**config.mk**
```make
export PLATFORM = sky130hd
export DESIGN_NAME = lp_alarm_timer
export DESIGN_NICKNAME = d
export VERILOG_FILES = /design/src/rtl/lat_pkg.sv /design/src/rtl/lat_tick_gen.sv /design/src/rtl/lat_count_core.sv /design/src/rtl/lat_regfile.sv /design/src/rtl/lp_alarm_timer.sv
export SDC_FILE = /design/constraint.sdc
export NUM_CORES = 1
export LEC_CHECK = 0
export BUFFER_PORTS_ARGS = -buffer_cell sky130_fd_sc_hd__buf_2
export CELL_PAD_IN_SITES_DETAIL_PLACEMENT = 1
export CELL_PAD_IN_SITES_GLOBAL_PLACEMENT = 2
export CORE_UTILIZATION = 37
export CTS_CLUSTER_SIZE = 8
export DETAILED_ROUTE_END_ITERATION = 12
export PLACE_DENSITY_LB_ADDON = 0.1
export SLEW_MARGIN = 20
export SYNTH_ARGS = -nofsm -noshare
export SYNTH_HDL_FRONTEND = slang
export SYNTH_HIERARCHICAL = 1
export SYNTH_SLANG_ARGS = --single-unit
```
**constraint.sdc**
```tcl
create_clock -name clk -period 4.5 [get_ports clk]
set_input_delay 1.35 -clock clk [delete_from_list [all_inputs] [get_ports clk]]
set_output_delay 1.35 -clock clk [all_outputs]
set_load 0.03 [all_outputs]
```
**src/rtl/lat_pkg.sv**
```systemverilog
// Shared constants for the low-power alarm timer.
// Assumes a 32-bit data bus and byte addressing of 32-bit registers.
package lat_pkg;
    localparam int DW  = 32;
    localparam int AW  = 8;
    localparam int NEV = 3;

    // register byte offsets
    localparam logic [AW-1:0] OFF_CTRL = 8'h00;
    localparam logic [AW-1:0] OFF_CNT  = 8'h04;
    localparam logic [AW-1:0] OFF_STAT = 8'h08;
    localparam logic [AW-1:0] OFF_SCLR = 8'h0C;
    localparam logic [AW-1:0] OFF_MSET = 8'h10;
    localparam logic [AW-1:0] OFF_MCLR = 8'h14;
    localparam logic [AW-1:0] OFF_MASK = 8'h18;
    localparam logic [AW-1:0] OFF_WAKE = 8'h1C;
    localparam logic [AW-1:0] OFF_AL0  = 8'h20;
    localparam logic [AW-1:0] OFF_AL1  = 8'h24;
    localparam logic [AW-1:0] OFF_PER0 = 8'h30;
    localparam logic [AW-1:0] OFF_PER1 = 8'h34;
    localparam logic [AW-1:0] OFF_CLK  = 8'h40;

    // bit positions
    localparam int EV_OVF   = 0;
    localparam int EV_AL0   = 8;
    localparam int EV_PER0  = 16;
    localparam int BUSY_BIT = 24;
    localparam int CBSY_BIT = 28;
    localparam int PSC_LSB  = 16;
    localparam int SRC_LSB  = 8;

    // internal event index: 0 overflow, 1 alarm0, 2 periodic0
    typedef enum logic [2:0] {
        SY_CTRL, SY_CNT, SY_AL0, SY_AL1, SY_PER0, SY_PER1, SY_WAKE
    } sync_reg_e;

    // spread a compact event vector onto register bit positions
    function automatic logic [DW-1:0] ev_to_word(logic [NEV-1:0] e);
        logic [DW-1:0] w;
        w = '0;
        w[EV_OVF]  = e[0];
        w[EV_AL0]  = e[1];
        w[EV_PER0] = e[2];
        return w;
    endfunction

    // gather register bit positions into a compact event vector
    function automatic logic [NEV-1:0] word_to_ev(logic [DW-1:0] w);
        return {w[EV_PER0], w[EV_AL0], w[EV_OVF]};
    endfunction
endpackage

```
**src/rtl/lat_tick_gen.sv**
```systemverilog
// Counter clock source selection and tick generation.
// Synchronizes every source input into the bus clock, selects one, and
// emits a one-cycle tick on each rising edge while the source is enabled.
// Holds the clock-control register behind its own write handover.
// Assumes the sources are much slower than the bus clock.
module lat_tick_gen #(
    parameter int NSRC     = 5,
    parameter int CLK_SYNC = 4,
    localparam int SRCW    = (NSRC > 1) ? $clog2(NSRC) : 1,
    localparam int CSW     = $clog2(CLK_SYNC + 1)
) (
    input  logic            clk,
    input  logic            rst_n,
    input  logic [NSRC-1:0] src_clk,
    input  logic            cw_valid,
    input  logic            cw_en,
    input  logic [SRCW-1:0] cw_src,
    output logic            clk_busy,
    output logic            src_en,
    output logic [SRCW-1:0] src_num,
    output logic            tick
);
    logic [NSRC-1:0] meta_q, sync_q;
    logic [CSW-1:0]  cs_cnt_q;
    logic            pend_en_q;
    logic [SRCW-1:0] pend_src_q;
    logic            en_q;
    logic [SRCW-1:0] src_q;
    logic            sel_sig, prev_q;

    // two-flop synchronizer per source
    for (genvar i = 0; i < NSRC; i++) begin : g_sync
        always_ff @(posedge clk) begin
            if (!rst_n) begin
                meta_q[i] <= 1'b0;
                sync_q[i] <= 1'b0;
            end else begin
                meta_q[i] <= src_clk[i];
                sync_q[i] <= meta_q[i];
            end
        end
    end

    assign clk_busy = (cs_cnt_q != '0);

    // clock-control handover: capture, count down, then apply
    always_ff @(posedge clk) begin
        if (!rst_n) begin
            cs_cnt_q   <= '0;
            pend_en_q  <= 1'b0;
            pend_src_q <= '0;
            en_q       <= 1'b0;
            src_q      <= '0;
        end else if (cw_valid && !clk_busy) begin
            cs_cnt_q   <= CSW'(CLK_SYNC);
            pend_en_q  <= cw_en;
            pend_src_q <= cw_src;
        end else if (clk_busy) begin
            cs_cnt_q <= cs_cnt_q - 1'b1;
            if (cs_cnt_q == CSW'(1)) begin
                en_q <= pend_en_q;
                if (!en_q) src_q <= pend_src_q;
            end
        end
    end

    // select the synchronized source, unknown numbers select nothing
    always_comb begin
        sel_sig = 1'b0;
        for (int i = 0; i < NSRC; i++)
            if (src_q == SRCW'(i)) sel_sig = sync_q[i];
    end

    // edge detector history
    always_ff @(posedge clk) begin
        if (!rst_n) prev_q <= 1'b0;
        else        prev_q <= sel_sig;
    end

    assign tick    = en_q & sel_sig & ~prev_q;
    assign src_en  = en_q;
    assign src_num = src_q;

    // the source number never moves while the source is enabled
    assert_src_locked_R3: assert property (@(posedge clk) disable iff (!rst_n)
        en_q |=> $stable(src_q));
    // an accepted write raises clock busy
    assert_clk_busy_R3: assert property (@(posedge clk) disable iff (!rst_n)
        (cw_valid && !clk_busy) |=> clk_busy);
endmodule

```
**src/rtl/lat_count_core.sv**
```systemverilog
// Counter-domain logic: write handover, prescaler, counter, alarm,
// periodic and overflow events, and the counter-side register copies.
// All state moves only on counter-clock ticks, except the capture of a
// pending write. Assumes tick is a one-cycle pulse.
module lat_count_core
    import lat_pkg::*;
#(
    parameter int PSC_W      = 8,
    parameter int BUSY_TICKS = 3,
    localparam int BCW       = $clog2(BUSY_TICKS + 1),
    localparam int PSELW     = $clog2(DW)
) (
    input  logic           clk,
    input  logic           rst_n,
    input  logic           tick,
    input  logic           wr_valid,
    input  sync_reg_e      wr_reg,
    input  logic [DW-1:0]  wr_data,
    output logic           busy,
    output logic [DW-1:0]  count,
    output logic           run,
    output logic [PSC_W-1:0] psc,
    output logic [DW-1:0]  alarm0,
    output logic [DW-1:0]  alarm1,
    output logic [DW-1:0]  per0,
    output logic [DW-1:0]  per1,
    output logic           wake_en,
    output logic [NEV-1:0] evt
);
    logic [BCW-1:0]   bcnt_q;
    sync_reg_e        pend_reg_q;
    logic [DW-1:0]    pend_data_q;
    logic             apply, ld_ctrl, ld_cnt, cnt_en, step;
    logic [PSC_W-1:0] pcnt_q;
    logic [DW-1:0]    cnt_q, cnt_nxt;
    logic [PSELW-1:0] pbit;

    assign busy = (bcnt_q != '0);

    // capture a write and count the handover ticks
    always_ff @(posedge clk) begin
        if (!rst_n) begin
            bcnt_q      <= '0;
            pend_reg_q  <= SY_CTRL;
            pend_data_q <= '0;
        end else if (wr_valid && !busy) begin
            bcnt_q      <= BCW'(BUSY_TICKS);
            pend_reg_q  <= wr_reg;
            pend_data_q <= wr_data;
        end else if (tick && busy) begin
            bcnt_q <= bcnt_q - 1'b1;
        end
    end

    assign apply   = tick && (bcnt_q == BCW'(BUSY_TICKS));
    assign ld_ctrl = apply && (pend_reg_q == SY_CTRL);
    assign ld_cnt  = apply && (pend_reg_q == SY_CNT);
    assign cnt_en  = tick && run && !ld_ctrl && !ld_cnt;
    assign step    = cnt_en && (pcnt_q == psc);
    assign cnt_nxt = cnt_q + 1'b1;
    assign pbit    = per0[PSELW-1:0];

    // apply the pending write to its counter-side copy
    always_ff @(posedge clk) begin
        if (!rst_n) begin
            run     <= 1'b0;
            psc     <= '0;
            alarm0  <= '0;
            alarm1  <= '0;
            per0    <= '0;
            per1    <= '0;
            wake_en <= 1'b0;
        end else if (apply) begin
            case (pend_reg_q)
                SY_CTRL: begin
                    run <= pend_data_q[0];
                    psc <= pend_data_q[PSC_LSB +: PSC_W];
                end
                SY_AL0:  alarm0  <= pend_data_q;
                SY_AL1:  alarm1  <= pend_data_q;
                SY_PER0: per0    <= pend_data_q;
                SY_PER1: per1    <= pend_data_q;
                SY_WAKE: wake_en <= pend_data_q[EV_AL0];
                default: ;
            endcase
        end
    end

    // prescaler phase
    always_ff @(posedge clk) begin
        if (!rst_n)      pcnt_q <= '0;
        else if (ld_ctrl) pcnt_q <= '0;
        else if (cnt_en) pcnt_q <= step ? '0 : pcnt_q + 1'b1;
    end

    // the counter itself
    always_ff @(posedge clk) begin
        if (!rst_n)      cnt_q <= '0;
        else if (ld_cnt) cnt_q <= pend_data_q;
        else if (step)   cnt_q <= cnt_nxt;
    end

    assign count  = cnt_q;
    assign evt[0] = step && (cnt_q == '1);
    assign evt[1] = step && (cnt_nxt == alarm0);
    assign evt[2] = step && !cnt_q[pbit] && cnt_nxt[pbit];

    // the counter moves only on a counter-clock tick
    assert_cnt_hold_R4: assert property (@(posedge clk) disable iff (!rst_n)
        !tick |=> $stable(cnt_q));
    // an overflow event leaves the counter at zero
    assert_ovf_wrap_R6: assert property (@(posedge clk) disable iff (!rst_n)
        evt[0] |=> (cnt_q == '0));
    // an alarm event leaves the counter equal to alarm0
    assert_alarm_hit_R7: assert property (@(posedge clk) disable iff (!rst_n)
        evt[1] |=> (cnt_q == alarm0));
    // an accepted write raises busy
    assert_busy_set_R2: assert property (@(posedge clk) disable iff (!rst_n)
        (wr_valid && !busy) |=> busy);
endmodule

```
**src/rtl/lat_regfile.sv**
```systemverilog
// Bus-side register file: address decode, status with write-one-clear,
// mask set and clear views, read mux, interrupt and wake outputs.
// Reads return data one cycle after the strobe. Assumes one access per
// strobe cycle.
module lat_regfile
    import lat_pkg::*;
#(
    parameter int PSC_W = 8,
    parameter int SRCW  = 3
) (
    input  logic             clk,
    input  logic             rst_n,
    input  logic             bus_sel,
    input  logic             bus_we,
    input  logic [AW-1:0]    bus_addr,
    input  logic [DW-1:0]    bus_wdata,
    output logic [DW-1:0]    bus_rdata,
    output logic             bus_rvalid,
    output logic             sw_valid,
    output sync_reg_e        sw_reg,
    output logic             cw_valid,
    input  logic             busy,
    input  logic             clk_busy,
    input  logic             src_en,
    input  logic [SRCW-1:0]  src_num,
    input  logic [DW-1:0]    count,
    input  logic             run,
    input  logic [PSC_W-1:0] psc,
    input  logic [DW-1:0]    alarm0,
    input  logic [DW-1:0]    alarm1,
    input  logic [DW-1:0]    per0,
    input  logic [DW-1:0]    per1,
    input  logic             wake_en,
    input  logic [NEV-1:0]   evt,
    output logic             irq,
    output logic             wake
);
    logic           wr;
    logic [NEV-1:0] st_q, im_q, wbits;
    logic [DW-1:0]  rd_word;
    logic [DW-1:0]  ctrl_word, clk_word;

    assign wr    = bus_sel && bus_we;
    assign wbits = word_to_ev(bus_wdata);

    // decode writes to the counter-side registers
    always_comb begin
        sw_valid = wr;
        sw_reg   = SY_CTRL;
        case (bus_addr)
            OFF_CTRL: sw_reg = SY_CTRL;
            OFF_CNT:  sw_reg = SY_CNT;
            OFF_AL0:  sw_reg = SY_AL0;
            OFF_AL1:  sw_reg = SY_AL1;
            OFF_PER0: sw_reg = SY_PER0;
            OFF_PER1: sw_reg = SY_PER1;
            OFF_WAKE: sw_reg = SY_WAKE;
            default:  sw_valid = 1'b0;
        endcase
    end

    assign cw_valid = wr && (bus_addr == OFF_CLK);

    // status: events set, write-one clears, events win
    always_ff @(posedge clk) begin
        if (!rst_n) st_q <= '0;
        else if (wr && bus_addr == OFF_SCLR) st_q <= evt | (st_q & ~wbits);
        else st_q <= st_q | evt;
    end

    // mask: set view and clear view
    always_ff @(posedge clk) begin
        if (!rst_n) im_q <= '0;
        else if (wr && bus_addr == OFF_MSET) im_q <= im_q | wbits;
        else if (wr && bus_addr == OFF_MCLR) im_q <= im_q & ~wbits;
    end

    always_comb begin
        ctrl_word = '0;
        ctrl_word[0] = run;
        ctrl_word[PSC_LSB +: PSC_W] = psc;
        clk_word = '0;
        clk_word[0] = src_en;
        clk_word[SRC_LSB +: SRCW] = src_num;
    end

    // read mux
    always_comb begin
        rd_word = '0;
        case (bus_addr)
            OFF_CTRL: rd_word = ctrl_word;
            OFF_CNT:  rd_word = count;
            OFF_STAT: begin
                rd_word = ev_to_word(st_q);
                rd_word[BUSY_BIT] = busy;
                rd_word[CBSY_BIT] = clk_busy;
            end
            OFF_MASK: rd_word = ev_to_word(im_q);
            OFF_WAKE: rd_word[EV_AL0] = wake_en;
            OFF_AL0:  rd_word = alarm0;
            OFF_AL1:  rd_word = alarm1;
            OFF_PER0: rd_word = per0;
            OFF_PER1: rd_word = per1;
            OFF_CLK:  rd_word = clk_word;
            default:  rd_word = '0;
        endcase
    end

    // registered read return
    always_ff @(posedge clk) begin
        if (!rst_n) begin
            bus_rvalid <= 1'b0;
            bus_rdata  <= '0;
        end else begin
            bus_rvalid <= bus_sel && !bus_we;
            bus_rdata  <= (bus_sel && !bus_we) ? rd_word : '0;
        end
    end

    assign irq  = |(st_q & im_q);
    assign wake = st_q[1] & wake_en;

    // clearing the alarm bit without a new alarm event leaves it 0
    assert_clear_R9: assert property (@(posedge clk) disable iff (!rst_n)
        (wr && bus_addr == OFF_SCLR && bus_wdata[EV_AL0] && !evt[1]) |=> !st_q[1]);
    // every bit written as 1 to the set view ends up set
    assert_mask_set_R10: assert property (@(posedge clk) disable iff (!rst_n)
        (wr && bus_addr == OFF_MSET) |=> ((im_q & $past(wbits)) == $past(wbits)));
    // a status bit set by an event stays set until a clear write
    assert_status_sticky_R9: assert property (@(posedge clk) disable iff (!rst_n)
        (st_q[0] && !(wr && bus_addr == OFF_SCLR)) |=> st_q[0]);
endmodule

```
**src/rtl/lp_alarm_timer.sv**
```systemverilog
// Top level of the low-power alarm timer: clock source selection, the
// counter-side core and the bus register file.
// Assumes src_clk inputs are asynchronous and slow relative to clk.
module lp_alarm_timer
    import lat_pkg::*;
#(
    parameter int NSRC       = 5,
    parameter int CLK_SYNC   = 4,
    parameter int BUSY_TICKS = 3,
    parameter int PSC_W      = 8,
    localparam int SRCW      = (NSRC > 1) ? $clog2(NSRC) : 1
) (
    input  logic            clk,
    input  logic            rst_n,
    input  logic [NSRC-1:0] src_clk,
    input  logic            bus_sel,
    input  logic            bus_we,
    input  logic [AW-1:0]   bus_addr,
    input  logic [DW-1:0]   bus_wdata,
    output logic [DW-1:0]   bus_rdata,
    output logic            bus_rvalid,
    output logic            irq,
    output logic            wake
);
    logic             tick, clk_busy, src_en, busy, cw_valid, sw_valid;
    logic [SRCW-1:0]  src_num;
    sync_reg_e        sw_reg;
    logic [DW-1:0]    count, alarm0, alarm1, per0, per1;
    logic             run, wake_en;
    logic [PSC_W-1:0] psc;
    logic [NEV-1:0]   evt;

    lat_tick_gen #(.NSRC(NSRC), .CLK_SYNC(CLK_SYNC)) u_tick (
        .clk(clk), .rst_n(rst_n), .src_clk(src_clk),
        .cw_valid(cw_valid), .cw_en(bus_wdata[0]),
        .cw_src(bus_wdata[SRC_LSB +: SRCW]),
        .clk_busy(clk_busy), .src_en(src_en), .src_num(src_num), .tick(tick)
    );

    lat_count_core #(.PSC_W(PSC_W), .BUSY_TICKS(BUSY_TICKS)) u_core (
        .clk(clk), .rst_n(rst_n), .tick(tick),
        .wr_valid(sw_valid), .wr_reg(sw_reg), .wr_data(bus_wdata),
        .busy(busy), .count(count), .run(run), .psc(psc),
        .alarm0(alarm0), .alarm1(alarm1), .per0(per0), .per1(per1),
        .wake_en(wake_en), .evt(evt)
    );

    lat_regfile #(.PSC_W(PSC_W), .SRCW(SRCW)) u_regs (
        .clk(clk), .rst_n(rst_n),
        .bus_sel(bus_sel), .bus_we(bus_we), .bus_addr(bus_addr),
        .bus_wdata(bus_wdata), .bus_rdata(bus_rdata), .bus_rvalid(bus_rvalid),
        .sw_valid(sw_valid), .sw_reg(sw_reg), .cw_valid(cw_valid),
        .busy(busy), .clk_busy(clk_busy), .src_en(src_en), .src_num(src_num),
        .count(count), .run(run), .psc(psc),
        .alarm0(alarm0), .alarm1(alarm1), .per0(per0), .per1(per1),
        .wake_en(wake_en), .evt(evt), .irq(irq), .wake(wake)
    );
endmodule

```
Word level (Yosys, flattened, before mapping)
Index checks and enable logic that the tools add are counted.
{"block": "word_totals", "romBits": 0, "out_inout_bits": 35, "in_bits": 49, "latchBits": 0, "mem_count": 0, "word_cells": 151, "regBits": 276, "ramBits": 0}
{"block": "op_classes", "n_div": 0, "n_mul": 0, "n_shift": 0, "n_bitwise": 14, "muxes": 24, "n_eq_ne": 27, "n_reduce_logical": 48, "add_sub_neg": 4, "order_cmp": 1}
{"op": "23-bit one-hot mux with 9 select lines", "count": 1}
{"op": "8-bit one-hot mux with 9 select lines", "count": 1}
{"op": "32-bit two-way mux", "count": 2}
{"op": "32-bit by 1-bit adder with 32-bit output, second input constant", "count": 1}
{"op": "32-bit equality test", "count": 1}
{"op": "32-bit equality test, second input constant", "count": 1}
{"op": "8-bit by 5-bit equality test with 1-bit output, second input constant", "count": 4}
{"op": "8-bit by 6-bit equality test with 1-bit output, second input constant", "count": 4}
{"op": "1-bit logical AND", "count": 20}
{"op": "3-bit one-hot mux with 6 select lines", "count": 1}
{"op": "8-bit by 4-bit equality test with 1-bit output, second input constant", "count": 2}
{"op": "3-bit two-way mux", "count": 5}
{"op": "2-bit AND reduction", "count": 7}
{"op": "3-bit by 2-bit equality test with 1-bit output, second input constant", "count": 4}
{"op": "3-bit equality test, second input constant", "count": 4}
{"op": "1-bit binary-select mux with 5-bit select", "count": 2}
{"op": "2-bit nonzero test", "count": 5}
{"op": "3-bit AND", "count": 3}
{"op": "3-bit by 1-bit equality test with 1-bit output, second input constant", "count": 3}
{"op": "3-bit bitwise OR", "count": 3}
{"op": "1-bit one-hot mux with 9 select lines", "count": 1}
{"op": "8-bit by 1-bit adder with 8-bit output, second input constant", "count": 1}
{"op": "8-bit by 3-bit equality test with 1-bit output, second input constant", "count": 1}
{"op": "8-bit by 7-bit equality test with 1-bit output, second input constant", "count": 1}
{"op": "20 further kinds", "count": 40}

Longest topological paths before layout
{"block": "logic_depth", "depth_word": 18, "depth_mapped": 11, "mapped_depth_nobuf": 10}

By module
The synthesis kept the hierarchy.
{"mod": "lat_count_core", "seq_area_each_um2": 4304.1, "area_per_inst_um2": 10652.7, "cells_per_inst": 1312, "instances": 1}
{"mod": "lat_regfile", "seq_area_each_um2": 780.7, "area_per_inst_um2": 2626.3, "cells_per_inst": 300, "instances": 1}
{"mod": "lat_tick_gen", "seq_area_each_um2": 440.4, "area_per_inst_um2": 873.3, "cells_per_inst": 87, "instances": 1}

Worst setup path before layout
No wires, ideal clock.
{"block": "synth_path", "path_type": "input port to flip-flop", "start": "input port bus_addr[4]", "end": "register u_core.pend_reg_q[1]", "cell_stages": 10, "setup_time_ns": 0.076, "path_slack_ns": 1.131, "required_time_ns": 4.424, "path_buffers": 4, "t_arrival_ns": 3.294, "path_cell_list": "buf_2 clkbuf_1 or3b_1 a31oi_1 o211a_1 and2_1 clkbuf_1 clkbuf_1 nand2_1 a21boi_0"}
{"block": "synth_via", "elab_chain_cells": 4}
{"element": "start: declaration", "line_no": "lp_alarm_timer.sv:18", "rtl": "input logic [AW-1:0] bus_addr,"}
{"element": "8-bit by 3-bit equality test with 1-bit output, or another cell as far along", "line_no": "lat_regfile.sv:50", "rtl": "case (bus_addr)"}
{"element": "7-bit OR reduction (no source line) *"}
{"element": "1-bit two-way mux *", "line_no": "lat_regfile.sv:50"}
{"element": "via sw_valid", "line_no": "lp_alarm_timer.sv:25", "rtl": "logic tick, clk_busy, src_en, busy, cw_valid, sw_valid;"}
{"element": "1-bit logical AND *", "line_no": "lat_count_core.sv:46", "rtl": "end else if (wr_valid && !busy) begin"}
{"element": "end signal: assignment", "line_no": "lat_count_core.sv:48", "rtl": "pend_reg_q <= wr_reg;"}
{"element": "end: declaration", "line_no": "lat_count_core.sv:31", "rtl": "sync_reg_e pend_reg_q;"}
The timed path passes the listed nets; every way through them passes the cells marked *.
A chain may end at the register's enable or synchronous reset.

Worst setup path after layout
{"block": "layout_path", "start": "register u_core.cnt_q[0] (netlist: u_core/count[0])", "end": "register u_regs.st_q[1]"}
{"block": "layout_via", "elab_chain_cells": 5}
{"element": "start: declaration", "line_no": "lat_count_core.sv:35", "rtl": "logic [DW-1:0] cnt_q, cnt_nxt;"}
{"element": "start signal: assignment", "line_no": "lat_count_core.sv:99", "rtl": "else if (ld_cnt) cnt_q <= pend_data_q;"}
{"element": "start signal: assignment", "line_no": "lat_count_core.sv:100", "rtl": "else if (step) cnt_q <= cnt_nxt;"}
{"element": "32-bit by 1-bit adder with 32-bit output *", "line_no": "lat_count_core.sv:60", "rtl": "assign cnt_nxt = cnt_q + 1'b1;"}
{"element": "32-bit equality test *", "line_no": "lat_count_core.sv:105", "rtl": "assign evt[1] = step && (cnt_nxt == alarm0);"}
{"element": "1-bit logical AND *", "line_no": "lat_count_core.sv:105"}
{"element": "via evt[1]", "line_no": "lp_alarm_timer.sv:31", "rtl": "logic [NEV-1:0] evt;"}
{"element": "3-bit bitwise OR (on tied branches)", "line_no": "lat_regfile.sv:68, lat_regfile.sv:67"}
{"element": "3-bit two-way mux *", "line_no": "lat_regfile.sv:67", "rtl": "else if (wr && bus_addr == OFF_SCLR) st_q <= evt | (st_q & ~wbits);"}
{"element": "end signal: assignment", "line_no": "lat_regfile.sv:67"}
{"element": "end signal: assignment", "line_no": "lat_regfile.sv:68", "rtl": "else st_q <= st_q | evt;"}
{"element": "end: declaration", "line_no": "lat_regfile.sv:39", "rtl": "logic [NEV-1:0] st_q, im_q, wbits;"}
Marks and branches as above.

==> run metrics <==
Die W 198 um; largest net degree at the start of global routing 86; HPWL Detailed 37200 um; MaxCap Viol Count 0; CTS H-tree depth 2; placed standard-cell area 0.0149 mm^2; final core utilization 42.5%; final worst path period share 85.4%; clock network fraction of design power 50.4%; share of layout cells above drive strength 1 12.9%; Synth Flop Type dfxtp_1; number of flops mapped to enable cells by yosys 0; synth unique cells 88; overflow left after global routing 0; total chip power 5.55 mW; category of the most critical setup path reg -> reg; worst setup skew after layout 0.0239 ns; Final min period 3.84 ns; area of the mapped netlist 0.0142 mm^2; Total Negative Setup Slacks 0 ns; post-CTS setup buffer count 0; final weighted congestion in routability-driven placement 0.874; Std-Cell Rows 71; clock tree from TritonCTS yes; Final Max Slew Viols 0; share of power burned in combinational logic 4.8%; maximum VDD drop 289 uV; number of top-level pins 84; Routed Antenna Nets 0; Max Freq 260 MHz; per-cell routed wire length 24.7 um; total iterations of the first detailed-routing run 6; leakage power of the design 5.37 nW; sequential cell area fraction in the yosys report 39.0%; syn avg cell area 8.33 um^2; CTS buffer count 41; Synth-to-Final Area Change 13.1%; endpoints failing setup 0; Total Die Area 0.0390 mm^2; Worst Max-Slew Pin Slew 1.05 ns; final wirelength 55300 um; status complete, no violations; core footprint 0.0377 mm^2; PD cells 347 mW/mm^2; register bit total from synthesis 276; setup repair after global routing missed its margin false; nets@finish 1778; worst hold-check path type reg -> reg; sequential power share 44.7%; synthesized net count 1755; initial standard-cell utilization of the core 37.6%; startpoint types flop; post-synthesis cell count 1699; arrival time at the worst endpoint 4.36 ns; hold buffer count at cts 0; number of warnings issued by yosys 6; count of clock tree sinks 276; antenna diode count 0; maximum fanout along the worst path 11; via count 13.0k; number of failing hold endpoints at the final stage 0; initial antenna violation count 1; final design area excluding fillers 0.0160 mm^2; via count of the first global-routing pass 13.0k; count of input and output buffers 83; global-route wire length before repair 83200 um; kind of end point of the critical path flop; buffer depth of the longest clock path 3; number of instances resized during post-cts repair 0; post-CTS clock slew at the launch and capture registers of the worst setup and hold paths 0.06 ns; net switching share of the total power 24.2%; die outline height 198 um; Required @ worst endpoint 5.02 ns; net load switching power 1.34 mW; Vias per Instance 5.80; DRC violation count after routing 0; clock tree root buffer cell clkbuf_16; P_int 4.21 mW; number of design-rule violations left by the first detailed-router iteration 917; insertion delay of the later-clocked pin in the worst-skew pair 0.57 ns; worst slew margin relative to its limit 29.8%; overall track demand over capacity in global routing 28.6%; Async S/R FF share, synth 0%
[Yosys cell counts, types with 9 or more instances]
master    number  share of area, %
clkbuf_1     107               2.8
xnor2_1       43               2.7
and3_1         9              0.40
and2_1        18              0.80
nand2_1      421                11
mux2i_1       37               2.6
nand4_1       20              0.88
nor2b_1       34               1.5
a21boi_0     176               9.3
a31oi_1       11              0.49
a22o_1        22               1.4
mux4_2        12               1.9
a21oi_1       47               1.7
xor2_1        22               1.4
nor3_1        29               1.0
or3_1          9              0.40
o21a_1        10              0.53
nor4_1         9              0.40
buf_2         15              0.53
o21ai_0       34               1.2
dfxtp_1      276                39
a222oi_1      28               2.0
inv_1         15              0.40
or4_1          9              0.48
nand3_1       37               1.3
o22ai_1        9              0.40
o211a_1        9              0.64
nor2_1        59               1.6
[critical path, cell delays in order, from the launching register on]
cell and delay, ns:
dfxtp_1 0.52, ha_1 0.38, nand3_1 0.11, buf_4 0.21, or4_1 0.70, or4b_2 0.74, and2_1 0.20, xnor2_1 0.12
or4_1 0.50, nor4_2 0.16, o21a_1 0.15
[logic make-up (layout without fill, tap and decap cells)]
group,after synthesis,count (layout),share of synthesized area [%]
compound gates,418,418,21.9
xor+xnor,68,68,4.50
buf+inv,158,186,4.93
flops,276,276,39.0
mux,54,54,4.92
simple gates,718,718,24.1
fa+ha+maj,7,7,0.619
[area by class of cell]
| cell class | instances | area, um^2 |
|---|---|---|
| inverters | 17 | 66.3 |
| clock inverters | 5 | 51.3 |
| well taps | 511 | 639 |
| flip-flops and latches | 276 | 5530 |
| multi-input cells | 1265 | 7960 |
| clock buffers | 43 | 1040 |
| fillers | 4573 | 21700 |
| repair buffers | 121 | 719 |
[placed cells by master (no fill, tap or decap), drive strengths merged, types with 11 or more instances in the layout]
cell / synthesis / final
a222oi: 28 / 28
and2: 20 / 20
mux4: 12 / 12
nor3: 34 / 34
nand3: 37 / 37
a21boi: 180 / 180
nor2b: 34 / 34
nand4: 23 / 23
nor2: 62 / 62
xnor2: 43 / 43
o21ai: 36 / 36
or4: 11 / 11
dfxtp: 276 / 276
nand2: 421 / 421
mux2i: 37 / 37
buf: 33 / 121
a31oi: 11 / 11
a22o: 22 / 22
clkbuf: 108 / 43
xor2: 22 / 22
inv: 16 / 19
a21oi: 47 / 47
nor4: 12 / 12
[sequential cells by signal, summed over array words and instances, names as in the netlist, 5 cells and up, named ones only]
register and count:
u_core/pcnt_q 8, u_core/alarm1 32, u_tick/meta_q 5, u_core/per1 32, u_core/alarm0 32, u_core/psc 8
u_core/count 32, u_core/per0 32, u_tick/sync_q 5, u_regs/bus_rdata 32, u_core/pend_data_q 32
[final timing paths]
check                    from               end  slack (ns)  cells past startpoint
min          u_tick/meta_q[1]  u_tick/sync_q[1]        0.44                      1
max           u_core/count[0]    u_regs/st_q[1]        0.66                     10
min reg2reg  u_tick/meta_q[1]  u_tick/sync_q[1]        0.44                      1
max reg2reg   u_core/count[0]    u_regs/st_q[1]        0.66                     10
[power by group through the flow]
stage	clock network [mW]	registers, mW	logic [mW]
after floorplan	0	2.53	0.188
after global placement	0	2.53	0.265
after detailed placement	0	2.53	0.269
after CTS	2.85	2.48	0.270
after global routing	2.95	2.48	0.292
final	2.80	2.48	0.268
[metrics by stage]
stage          hold WS (ns)  worst slack [ns]  cells
4_1_cts               0.444             0.663   2238
3_3_place_gp          0.416             0.611   2190
5_1_grt               0.455             0.455   2238
3_5_place_dp          0.423             0.508   2190
6_report              0.441             0.657   2238
2_1_floorplan         0.412              1.13   1699
[routing by layer]
metal,routed length [um],vias up,GRT usage [%]
met4,1410,0,9.42
met3,3460,74,4.80
met5,0,-,0
li1,-,6011,-
met2,24600,387,44.3
met1,25800,6509,40.1
(Power assumes the default switching activity.)
